[src/rtl/rx_ring_dma.sv]
module rx_ring_dma #(
  parameter int IDX_W     = 8,
  parameter int BUF_BYTES = 2048
) (
  input  logic        clk,
  input  logic        rst_n,
  input  logic [31:0] s_tdata,
  input  logic [3:0]  s_tkeep,
  input  logic        s_tlast,
  input  logic        s_tvalid,
  output logic        s_tready,
  output logic        mem_req,
  output logic        mem_we,
  output logic [31:0] mem_addr,
  output logic [31:0] mem_wdata,
  input  logic        mem_ack,
  input  logic [31:0] mem_rdata,
  input  logic        reg_we,
  input  logic [11:0] reg_addr,
  input  logic [31:0] reg_wdata,
  output logic [31:0] reg_rdata
);
  localparam int OFF_W = $clog2(BUF_BYTES) + 1;
  localparam int LEN_W = 14;

  typedef enum logic [2:0] {S_IDLE, S_FETCH, S_DATA, S_WR, S_DESC} state_t;
  state_t state;

  logic [31:0]      ring_base, desc_q, buf_q, word_q;
  logic [IDX_W:0]   ring_cnt;
  logic [IDX_W-1:0] rel_idx, fill_idx;
  logic             en, last_q;
  logic [OFF_W-1:0] off;
  logic [LEN_W-1:0] len_q;
  logic [2:0]       beat_bytes;
  logic             busy, can_start, wr_base, wr_cnt, wr_rel, wr_cfg, wr_rst;
  logic [IDX_W:0]   fill_inc;

  assign busy       = (state != S_IDLE);
  assign can_start  = en && s_tvalid && (fill_idx != rel_idx) && (ring_cnt != '0);
  assign fill_inc   = {1'b0, fill_idx} + 1'b1;
  assign beat_bytes = s_tlast ? 3'($countones(s_tkeep)) : 3'd4;

  assign wr_base = reg_we && reg_addr == 12'h100;
  assign wr_cnt  = reg_we && reg_addr == 12'h104;
  assign wr_rel  = reg_we && reg_addr == 12'h108;
  assign wr_cfg  = reg_we && reg_addr == 12'h204;
  assign wr_rst  = reg_we && reg_addr == 12'h208 && reg_wdata[16];

  assign s_tready  = (state == S_DATA);
  assign mem_req   = (state == S_FETCH) || (state == S_WR) || (state == S_DESC);
  assign mem_we    = (state != S_FETCH);
  assign mem_addr  = (state == S_WR)   ? buf_q + 32'(off) :
                     (state == S_DESC) ? desc_q + 32'd4 : desc_q;
  assign mem_wdata = (state == S_DESC) ? {2'b11, len_q, 16'h0000} : word_q;

  always_comb begin
    case (reg_addr)
      12'h100: reg_rdata = ring_base;
      12'h104: reg_rdata = 32'(ring_cnt);
      12'h108: reg_rdata = 32'(rel_idx);
      12'h204: reg_rdata = {28'd0, busy, en, 2'b00};
      default: reg_rdata = 32'd0;
    endcase
  end

  always_ff @(posedge clk) begin
    if (!rst_n) begin
      ring_base <= '0;
      ring_cnt  <= '0;
      rel_idx   <= '0;
      en        <= 1'b0;
    end else begin
      if (wr_base) ring_base <= reg_wdata;
      if (wr_cnt)  ring_cnt  <= reg_wdata[IDX_W:0];
      if (wr_rel)  rel_idx   <= reg_wdata[IDX_W-1:0];
      if (wr_cfg)  en        <= reg_wdata[2];
    end
  end

  always_ff @(posedge clk) begin
    if (!rst_n) begin
      state    <= S_IDLE;
      fill_idx <= '0;
      desc_q   <= '0;
      buf_q    <= '0;
      word_q   <= '0;
      last_q   <= 1'b0;
      off      <= '0;
      len_q    <= '0;
    end else begin
      case (state)
        S_IDLE: if (can_start) begin
          desc_q <= ring_base + {{(28-IDX_W){1'b0}}, fill_idx, 4'b0000};
          off    <= '0;
          len_q  <= '0;
          state  <= S_FETCH;
        end
        S_FETCH: if (mem_ack) begin
          buf_q <= mem_rdata;
          state <= S_DATA;
        end
        S_DATA: if (s_tvalid) begin
          if (off < OFF_W'(BUF_BYTES)) begin
            word_q <= s_tdata;
            last_q <= s_tlast;
            len_q  <= len_q + LEN_W'(beat_bytes);
            state  <= S_WR;
          end else if (s_tlast) begin
            state <= S_DESC;
          end
        end
        S_WR: if (mem_ack) begin
          off   <= off + OFF_W'(4);
          state <= last_q ? S_DESC : S_DATA;
        end
        S_DESC: if (mem_ack) begin
          fill_idx <= (fill_inc == ring_cnt) ? '0 : fill_inc[IDX_W-1:0];
          state    <= S_IDLE;
        end
        default: state <= S_IDLE;
      endcase
      if (wr_rst) fill_idx <= '0;
    end
  end

  // a request is held unchanged until acknowledged
  assert_req_hold_R11: assert property (@(posedge clk) disable iff (!rst_n)
    (mem_req && !mem_ack) |=> (mem_req && $stable(mem_addr) && $stable(mem_we) && $stable(mem_wdata)));

  // data writes stay inside the current buffer
  assert_buf_bound_R5: assert property (@(posedge clk) disable iff (!rst_n)
    (mem_req && state == S_WR) |-> ((mem_addr - buf_q) < 32'(BUF_BYTES)));

  // recorded length never exceeds the buffer size
  assert_len_cap_R5: assert property (@(posedge clk) disable iff (!rst_n)
    (mem_req && state == S_DESC) |-> (mem_wdata[29:16] <= 14'(BUF_BYTES)));

  // index reset takes effect on the next cycle
  assert_idx_reset_R9: assert property (@(posedge clk) disable iff (!rst_n)
    wr_rst |=> (fill_idx == '0));

  // no beat is taken when idle with a full ring
  assert_full_stall_R6: assert property (@(posedge clk) disable iff (!rst_n)
    (state == S_IDLE && fill_idx == rel_idx) |=> !s_tready);
endmodule

[config.mk]
export PLATFORM = sky130hd
export DESIGN_NAME = rx_ring_dma
export DESIGN_NICKNAME = d
export VERILOG_FILES = /design/src/rtl/rx_ring_dma.sv
export SDC_FILE = /design/constraint.sdc
export NUM_CORES = 1
export LEC_CHECK = 0
export ABC_CLOCK_PERIOD_IN_PS = 3300
export BUFFER_PORTS_ARGS = -buffer_cell sky130_fd_sc_hd__buf_2
export CAP_MARGIN = 20
export CORE_MARGIN = 4
export CORE_UTILIZATION = 30
export CTS_CLUSTER_DIAMETER = 30
export CTS_CLUSTER_SIZE = 12
export DETAILED_ROUTE_END_ITERATION = 10
export PLACE_DENSITY = 0.47
export SETUP_SLACK_MARGIN = 0.4
export SYNTH_ARGS = -nofsm -noshare
export SYNTH_HDL_FRONTEND = slang
export SYNTH_SLANG_ARGS = --single-unit
[constraint.sdc]
create_clock -name clk -period 3.3 [get_ports clk]
set_clock_uncertainty 0.15 [all_clocks]
set_input_delay 0.33 -clock clk [delete_from_list [all_inputs] [get_ports clk]]
set_output_delay 0.33 -clock clk [all_outputs]
set_load 0.01 [all_outputs]
==> impl_summary.txt, run 1 <==
----------------------------------------------------
[Status]
  Status ... finished clean

[Synth]
  Cell with the most instances after synthesis ... nand2_1
  Largest family of logic cells by synthesized area ... simple AND/OR/NAND/NOR gates
  Number of flops mapped to enable cells by yosys ... 0
  Primary flip-flop cell chosen by synthesis mapping ... dfxtp_1
  Count of state elements after synthesis ... 182
  Synth Area in XOR/XNOR ... 0.0657
  Adder-Cell Fraction of Synth Area ... 0.0366
  Synth top area share ... 0.346
  Yosys warns ... 0
  Number of nets produced by synthesis ... 1574
  Library cell with the largest summed area after synthesis ... dfxtp_1
  Top cells by area, synth ... dfxtp_1 (35%), nand2_1 (13%), a21oi_1 (7.3%), xor2_1 (3.6%), ha_1 (3.1%)
  Post-synthesis async set-or-reset flop share ... 0
  Sequential cell area fraction in the yosys report ... 0.346
  Distinct cells, synth ... 74
  Simple-Gate Fraction of Synth Area ... 0.312
  Compound-cell area share of the yosys netlist ... 0.183
  Cells after synthesis ... 1427
  Multiplexer share of the synthesized area ... 0.0124
  Syn Std Cell Area ... 10500 sq um
  Mean cell area of the mapped netlist ... 7.38 sq um
  Most frequent cells after synthesis ... nand2_1 (352), dfxtp_1 (182), a21oi_1 (153)

[Timing]
  PnR worst setup slack ... 81.8 ps
  Worst relative slew slack ... 0.478
  Post-route fraction of the period consumed by the critical path ... 0.975
  Fmax achieved ... 311 MHz
  Final-report hold violation count ... 0
  Slew at the pin closest to its max-slew limit ... 777 ps
  Minimum clock period ... 3220 ps
  Tightest hold margin ... 47.1 ps
  Final setup violation count ... 0
  RSZ-0062 raised after global routing ... true
  Max Transition Viols Final ... 0

[Floorplanning]
  Count of standard-cell rows ... 68
  Die Y-Extent ... 195 um
  Starting density of the core ... 0.304
  Overall die area ... 38200 sq um
  Die X-Extent ... 195 um
  Number of placed I/O pins ... 217
  Core box area ... 34600 sq um

[Place]
  Setup slack after placement ... 111 ps
  Count of input and output buffers ... 216
  Global placement routability congestion ... 0.814
  Sum of net half-perimeters after detailed placement ... 25.1 mm

[Power]
  Clk network pwr share ... 0.475
  Share of total power in combinational logic ... 0.055
  Internal ... 0.00358 W
  Power per cell area ... 320 nW/um^2
  Net switching share of the total power ... 0.232
  LEAKAGE ... 5.79 nW
  Part of the total power dissipated in sequential elements ... 0.470
  NetSw ... 0.00108 W
  Worst vdd rail ir drop ... 336 uV

[Global routing]
  Gr usage total ... 0.183
  Pin count of the biggest net entering global routing ... 59
  Antenna violations before repair ... 0
  Number of global-route vias before repair ... 10500
  Leftover overflow at the end of global routing ... 0
  First-pass GRT wire length ... 57.5 mm

[Final layout]
  Growth of design area from synthesis to finish ... 38.4%
  Net count reported at finish ... 1889
  Number of antenna repair diodes ... 0
  Share of final-layout standard cells stronger than drive strength 1 ... 0.235

[CTS]
  Clock-pin slew reported for the worst setup and hold paths after clock tree synthesis ... 70 ps
  Sinks on the clock net ... 182
  TritonCTS clock tree ... built
  Longest Clk Path Bufs ... 2
  Level count of the clock H-tree ... 4
  Cell at the root of the clock tree ... clkbuf_16
  Clk Latency, worst-skew pair ... 450 ps
  Total clock buffers created by CTS ... 17

[Drt]
  Number of detailed-routing iterations run before antenna repair ... 5
  Violation count after the first detailed-route iteration ... 525
  Routed length per placed instance ... 16.4 um
  Total via count after detailed routing ... 11100
  Post-detailed-routing wire length ... 36.2 mm
  Antenna violation net count after detailed routing ... 0
  Residual DRC count ... 0
  Routed via count divided by cell count ... 5.02

[Critical path]
  Reg2Reg Depth ... 7
  Crit start category ... flip-flop
  Largest stage delay on the critical path ... 490 ps
  Classification of the worst setup path ... reg -> out
  Ordered list of cells on the worst path ... ha_4, a21o_1, a21oi_2, o21a_2, o211a_4, buf_12, or4_4, a31oi_4, buf_2
  Slowest stage cell on the critical path ... or4_4
  Maximum fanout along the worst path ... 7
  Arrival time worst endpoint ... 2740 ps
  Required @ worst endpoint ... 2820 ps
  Critical Path End Type ... output port

[Run]
  Maxcap violations ... 0

[Worst hold path]
  Cells on Worst Hold Path ... 3
  Worst hold-check path type ... in -> reg

----------------------------------------------------
==> cell type report <==
class                           count  area (sq um)
Clock inverter                     12           164
Clock buffer                       20           457
Sequential cell                   182          3670
Multi-Input combinational cell   1128          6870
Fill cell                        3611         20000
Inverter                           32           123
Timing Repair Buffer              381          2720
Tap cell                          455           569
==> per-layer routing <==
layer  track usage  routed length (um)  up-vias
met5             0                   0        -
met4        0.0388                 375        0
met3        0.0293                1510       25
met2         0.284               16300      235
met1         0.269               18000     5232
li1              -                   -     5604
==> power groups by stage <==
stage / registers (W) / logic (W) / clock network [W]
after floorplan: 0.00225 / 0.0000614 / 0
after detailed placement: 0.00225 / 0.000170 / 0
after global routing: 0.00219 / 0.000281 / 0.00237
final: 0.00219 / 0.000256 / 0.00221
after global placement: 0.00225 / 0.000170 / 0
after CTS: 0.00219 / 0.000258 / 0.00229
==> repair_timing <==
item,4_1_cts,5_1_grt
gates resized for setup,73,35
setup buffers,24,7
hold endpoints to repair,112,0
pin swaps,29,29
setup endpoints to repair,26,30
hold buffers,95,0
cloned,5,2
==> worst paths after layout <==
kind                           start                 endpoint  slack (ps)
min reg2reg  word_q[13]$_SDFFE_PN0P_  word_q[13]$_SDFFE_PN0P_         300
max reg2reg    state[0]$_SDFFE_PN0P_    len_q[4]$_SDFFE_PN0P_         590
max              off[3]$_SDFFE_PN0P_             mem_addr[16]          80
min                    mem_rdata[12]   buf_q[12]$_SDFFE_PN0P_          50
==> placed cells by master (no fill, tap or decap), types with 21 or more instances in the layout <==
cell           count
nor2_1            76
inv_1             31
xor2_1            43
a31oi_1           21
nand2_1          351
dlygate4sd3_1     95
o21ai_0           35
buf_2            216
nand3_1           37
a21oi_1          151
xnor2_1           35
and2_1            47
buf_4             55
dfxtp_1          168
==> logic make-up (layout without fill, tap and decap cells) <==
kind of cell | Yosys count | in the layout
fa+ha+maj | 29 | 29
buf+inv | 119 | 445
mux | 13 | 13
flops | 182 | 182
compound gates | 317 | 317
simple gates | 688 | 690
xor+xnor | 79 | 79
==> worst max-delay path: cells and delay by family (launching register included) <==
family / cells / cell delay, ps
buf+inv: 2 / 290
flops: 1 / 350
fa+ha+maj: 1 / 260
simple gates: 1 / 490
compound gates: 5 / 900
==> flip-flops by register name, summed over array words and instances (netlist names), 8 cells and up <==
| register | count |
|---|---|
| buf_q | 32 |
| desc_q | 32 |
| fill_idx | 8 |
| len_q | 14 |
| off | 10 |
| rel_idx | 8 |
| ring_base | 32 |
| ring_cnt | 9 |
| word_q | 32 |
==> stage by stage <==
stage | setup TNS [ps] | cell area, sq um | cells | total power, W | util
final | 0 | 14600 | 2210 | 0.00466 | 0.421
after global routing | -89.6 | 14600 | 2210 | 0.00485 | 0.421
after CTS | 0 | 14400 | 2201 | 0.00474 | 0.414
after detailed placement | 0 | 12200 | 2045 | 0.00242 | 0.352
after global placement | 0 | 12100 | 2044 | 0.00242 | 0.351
after floorplan | 0 | 10500 | 1427 | 0.00231 | -
(Power assumes the default switching activity.)
==> inputs of run 2 (changes only) <==
--- a/config.mk
+++ b/config.mk
@@ -9,11 +9,11 @@
 export BUFFER_PORTS_ARGS = -buffer_cell sky130_fd_sc_hd__buf_2
 export CAP_MARGIN = 20
 export CORE_MARGIN = 4
-export CORE_UTILIZATION = 30
+export CORE_UTILIZATION = 42
 export CTS_CLUSTER_DIAMETER = 30
 export CTS_CLUSTER_SIZE = 12
 export DETAILED_ROUTE_END_ITERATION = 10
-export PLACE_DENSITY = 0.47
+export PLACE_DENSITY = 0.62
 export SETUP_SLACK_MARGIN = 0.4
 export SYNTH_ARGS = -nofsm -noshare
 export SYNTH_HDL_FRONTEND = slang
==> impl_summary.txt, run 2 (same netlist as run 1, synthesis figures left out) <==
----------------------------------------------------
[Place]
  Global placement routability congestion ... 0.855
  Sum of net half-perimeters after detailed placement ... 22.1 mm
  Count of input and output buffers ... 216
  Post-place instance area ... 12000 sq um
  Placed cell count ... 1912

[Critical path]
  Largest stage delay on the critical path ... 370 ps
  Slowest stage cell on the critical path ... dfxtp_1
  Ordered list of cells on the worst path ... ha_1, nor3_1, o21a_4, buf_4, buf_6, o21bai_1, a2111oi_2, a211oi_2, buf_2
  Required @ worst endpoint ... 2820 ps
  Crit start category ... flip-flop
  Maximum fanout along the worst path ... 6
  Critical Path End Type ... output port
  Classification of the worst setup path ... reg -> out
  Arrival time worst endpoint ... 2640 ps

[CTS]
  Total clock buffers created by CTS ... 17
  Level count of the clock H-tree ... 4
  TritonCTS clock tree ... built
  Longest Clk Path Bufs ... 2
  Cell at the root of the clock tree ... clkbuf_16
  Sinks on the clock net ... 182
  Clk Latency, worst-skew pair ... 430 ps
  Clock-pin slew reported for the worst setup and hold paths after clock tree synthesis ... 70 ps

[Drt]
  Violation count after the first detailed-route iteration ... 856
  Routed via count divided by cell count ... 5.44
  Residual DRC count ... 0
  Total via count after detailed routing ... 11300
  Antenna violation net count after detailed routing ... 0
  Routed length per placed instance ... 16.4 um
  Post-detailed-routing wire length ... 34.0 mm
  Number of detailed-routing iterations run before antenna repair ... 8

[Power]
  Worst vdd rail ir drop ... 305 uV
  Power per cell area ... 317 nW/um^2
  Tot Pwr ... 0.00453 W
  LEAKAGE ... 5.75 nW

[Timing]
  Slew at the pin closest to its max-slew limit ... 814 ps
  RSZ-0062 raised after global routing ... true
  Fmax achieved ... 320 MHz
  Max Transition Viols Final ... 0
  Final setup violation count ... 0
  Post-route fraction of the period consumed by the critical path ... 0.947
  Final-report hold violation count ... 0
  Setup TNS ... 0 ps
  Minimum clock period ... 3120 ps
  Worst relative slew slack ... 0.457

[Final layout]
  Growth of design area from synthesis to finish ... 35.9%
  Share of final-layout standard cells stronger than drive strength 1 ... 0.240
  Multi-input gate area ... 6900 sq um
  Number of antenna repair diodes ... 0
  FF/Latch Area ... 3680 sq um
  Commonest non-fill, non-tap cell in the layout ... nand2_1
  Non-filler instance count after layout ... 2078
  Net count reported at finish ... 1889
  Fill count ... 2195
  Commonest cells after routing, fill and taps aside ... nand2_1 (349), buf_2 (216), dfxtp_1 (164), a21oi_1 (150), dlygate4sd3_1 (85)
  Post-Layout Inst Area ... 14300 sq um

[Floorplanning]
  Count of standard-cell rows ... 57
  Die X-Extent ... 166 um
  Number of placed I/O pins ... 217
  Core box area ... 24500 sq um
  Die Y-Extent ... 166 um
  Starting density of the core ... 0.431
  Overall die area ... 27700 sq um

[Status]
  Status ... finished clean

[Global routing]
  Antenna violations before repair ... 0
  Gr usage total ... 0.227
  Number of global-route vias before repair ... 10300
  Pin count of the biggest net entering global routing ... 68
  First-pass GRT wire length ... 53.2 mm
  Leftover overflow at the end of global routing ... 0

[Run]
  Maxcap violations ... 0

[Worst hold path]
  Worst hold-check path type ... in -> reg

----------------------------------------------------
-- run 2: area by class of cell --
class	instances	share of cell area
clock buffer	19	0.0309
multi-input combinational	1131	0.482
timing repair buffer	378	0.183
tap	324	0.0283
inverter	32	0.00856
clock inverter	12	0.0100
sequential	182	0.257
-- run 2: per-stage QoR --
step,utilization,hold WS (ps),setup slack [ps]
5_1_grt,0.585,19.0,96.2
6_report,0.585,13.0,175
4_1_cts,0.566,0.801,170
3_3_place_gp,0.489,287,193
2_1_floorplan,-,281,493
3_5_place_dp,0.489,292,158
-- run 2: path summary, 6_finish.rpt --
path                                                 from                 endpoint  slack, ps  cells after the start
worst min-delay path                          s_tdata[18]  word_q[18]$_SDFFE_PN0P_         10                      3
worst max register to register  ring_base[4]$_SDFFE_PN0P_  desc_q[26]$_SDFFE_PN0P_        590                      8
worst max-delay path                  off[7]$_SDFFE_PN0P_             mem_addr[10]        180                      9
worst min register to register     word_q[9]$_SDFFE_PN0P_   word_q[9]$_SDFFE_PN0P_        300                      2
-- run 2: layer usage --
layer	vias up	part of all wire	global-route usage
met5	-	0	0
met4	0	0.019	0.0655
met3	55	0.063	0.0424
met2	396	0.45	0.349
met1	5251	0.47	0.327
li1	5612	-	-
-- run 2: worst max-delay path, delay by kind of cell (launching register included) --
family | cells | cell delay [ps]
flops | 1 | 370
compound gates | 4 | 800
simple gates | 1 | 350
buf+inv | 3 | 390
fa+ha+maj | 1 | 280
-- run 2: what timing repair did --
item | in CTS | in global routing
setup buffers | 25 | 16
setup endpoints to repair | 25 | 35
endpoints found under the hold margin | 86 | 0
cloned | 4 | 4
resized for setup | 55 | 59
pin swaps | 29 | 39
hold buffers | 85 | 0
-- run 2: power breakdown --
group          total (W)  internal (W)  switching [W]
clock            0.00209       0.00115       0.000942
combinational   0.000246      0.000137       0.000109
sequential       0.00219       0.00219     0.00000325
total            0.00453       0.00348        0.00105
==> inputs of run 3 (changes only) <==
--- a/config.mk
+++ b/config.mk
@@ -8,12 +8,14 @@
 export ABC_CLOCK_PERIOD_IN_PS = 3300
 export BUFFER_PORTS_ARGS = -buffer_cell sky130_fd_sc_hd__buf_2
 export CAP_MARGIN = 20
+export CELL_PAD_IN_SITES_DETAIL_PLACEMENT = 1
+export CELL_PAD_IN_SITES_GLOBAL_PLACEMENT = 2
 export CORE_MARGIN = 4
-export CORE_UTILIZATION = 42
+export CORE_UTILIZATION = 31
 export CTS_CLUSTER_DIAMETER = 30
 export CTS_CLUSTER_SIZE = 12
 export DETAILED_ROUTE_END_ITERATION = 10
-export PLACE_DENSITY = 0.62
+export PLACE_DENSITY = 0.78
 export SETUP_SLACK_MARGIN = 0.4
 export SYNTH_ARGS = -nofsm -noshare
 export SYNTH_HDL_FRONTEND = slang
==> impl_summary.txt, run 3 (same netlist as run 1, synthesis figures left out) <==
----------------------------------------------------
[Floorplanning]
  Die Y-Extent ... 192 um
  Core box area ... 33500 sq um
  Overall die area ... 37000 sq um
  Number of placed I/O pins ... 217
  Count of standard-cell rows ... 67
  Die X-Extent ... 192 um
  Starting density of the core ... 0.314

[Place]
  Setup slack after placement ... 77.3 ps
  Count of input and output buffers ... 216
  Sum of net half-perimeters after detailed placement ... 27.1 mm
  Global placement routability congestion ... 0.857

[Timing]
  RSZ-0062 raised after global routing ... true
  Fmax achieved ... 311 MHz
  Minimum clock period ... 3220 ps
  Post-route fraction of the period consumed by the critical path ... 0.974
  PnR worst setup slack ... 85.0 ps
  Worst relative slew slack ... 0.447
  Tightest hold margin ... 27.4 ps
  Max Transition Viols Final ... 0
  Slew at the pin closest to its max-slew limit ... 824 ps
  Final-report hold violation count ... 0
  Final setup violation count ... 0

[Drt]
  Violation count after the first detailed-route iteration ... 566
  Antenna violation net count after detailed routing ... 0
  Number of detailed-routing iterations run before antenna repair ... 5
  Total via count after detailed routing ... 11400
  Residual DRC count ... 0
  Routed via count divided by cell count ... 5.12
  Post-detailed-routing wire length ... 39.3 mm
  Routed length per placed instance ... 17.7 um

[CTS]
  Clk Latency, worst-skew pair ... 450 ps
  Total clock buffers created by CTS ... 17
  Clock-pin slew reported for the worst setup and hold paths after clock tree synthesis ... 80 ps
  TritonCTS clock tree ... built
  Level count of the clock H-tree ... 4
  Longest Clk Path Bufs ... 2
  Sinks on the clock net ... 182
  Cell at the root of the clock tree ... clkbuf_16

[Final layout]
  Share of final-layout standard cells stronger than drive strength 1 ... 0.256
  Number of antenna repair diodes ... 0
  Commonest non-fill, non-tap cell in the layout ... nand2_1
  Growth of design area from synthesis to finish ... 39.9%
  Net count reported at finish ... 1904
  FF/Latch Area ... 3680 sq um
  Commonest cells after routing, fill and taps aside ... nand2_1 (349), buf_2 (214), dfxtp_1 (166), a21oi_1 (151), dlygate4sd3_1 (89)
  Multi-input gate area ... 6990 sq um
  Fill count ... 4153

[Global routing]
  First-pass GRT wire length ... 61.6 mm
  Gr usage total ... 0.206
  Antenna violations before repair ... 0
  Number of global-route vias before repair ... 11500
  Pin count of the biggest net entering global routing ... 64
  Leftover overflow at the end of global routing ... 0

[Power]
  LEAKAGE ... 5.89 nW
  Worst vdd rail ir drop ... 396 uV
  Power per cell area ... 312 nW/um^2

[Critical path]
  Largest stage delay on the critical path ... 610 ps
  Buffer and inverter count on the worst path ... 2
  Ordered list of cells on the worst path ... or3b_4, or4_4, buf_4, nor3_2, xor2_1, nor2_2, a31oi_4, buf_6
  Cell class contributing the biggest share of worst-path delay ... simple AND/OR/NAND/NOR gates
  Critical Path End Type ... output port
  Required @ worst endpoint ... 2820 ps
  Arrival time worst endpoint ... 2740 ps
  Slowest stage cell on the critical path ... or4_4
  Crit start category ... flip-flop
  Maximum fanout along the worst path ... 7
  Classification of the worst setup path ... reg -> out

[Run]
  Maxcap violations ... 0

[Worst hold path]
  Worst hold-check path type ... in -> reg

[Status]
  Status ... finished clean

----------------------------------------------------
run 3: cell types whose count changed in the layout (fill, tap and decap cells not counted), sizes merged, moves of 2 or more:
cell | before | now
buf | 291 | 307
clkbuf | 21 | 19
dlygate4sd3 | 85 | 89
inv | 37 | 39
o211a | 5 | 2
run 3: layout make-up:
| class | instances | area share |
|---|---|---|
| repair buffers | 397 | 0.188 |
| clock inverters | 14 | 0.0110 |
| multi-input cells | 1127 | 0.475 |
| clock buffers | 18 | 0.0298 |
| inverters | 32 | 0.00832 |
| well taps | 448 | 0.0381 |
| flip-flops and latches | 182 | 0.250 |
run 3: final timing paths:
| path | startpoint | end | slack, ps | depth (start not counted) |
|---|---|---|---|---|
| setup / recovery | state[2]$_SDFFE_PN0P_ | mem_addr[23] | 80 | 8 |
| hold / removal | reg_wdata[7] | ring_base[7]$_SDFFE_PN0P_ | 30 | 3 |
| setup reg to reg | state[0]$_SDFFE_PN0P_ | desc_q[29]$_SDFFE_PN0P_ | 610 | 8 |
| hold reg to reg | word_q[11]$_SDFFE_PN0P_ | word_q[11]$_SDFFE_PN0P_ | 300 | 2 |
run 3: where the power goes:
part           internal [W]  switching [W]  total (W)
sequential          0.00219     0.00000306    0.00219
clock               0.00116       0.000988    0.00215
combinational      0.000141       0.000115   0.000256
total               0.00349        0.00111    0.00460
run 3: metal layers:
layer	GRT usage	vias up	routed length [um]
li1	-	5612	-
met1	0.285	5479	18700
met2	0.337	232	18400
met3	0.0364	30	1700
met4	0.0422	0	416
met5	0	-	0
run 3: what timing repair did:
action / in CTS / in global routing
endpoints found under the hold margin: 94 / 0
hold buffers: 89 / 0
setup buffers: 31 / 10
resized for setup: 98 / 51
gates cloned: 5 / 1
pin swaps: 45 / 27
endpoints found under the setup margin: 27 / 32
run 3: worst min-delay path, stage by stage:
cell,delay [ps]
buf_2,130
nand2_1,60
a21oi_1,60
run 3: through the flow:
step           cells  setup TNS, ps  area, sq um  power, W   util
6_report        2218              0        14700   0.00460  0.439
5_1_grt         2218          -11.7        14700   0.00477  0.439
4_1_cts         2207              0        14400   0.00467  0.430
3_5_place_dp    2050              0        12200   0.00242  0.364
3_3_place_gp    2050              0        12200   0.00242  0.364
2_1_floorplan   1427              0        10500   0.00231      -
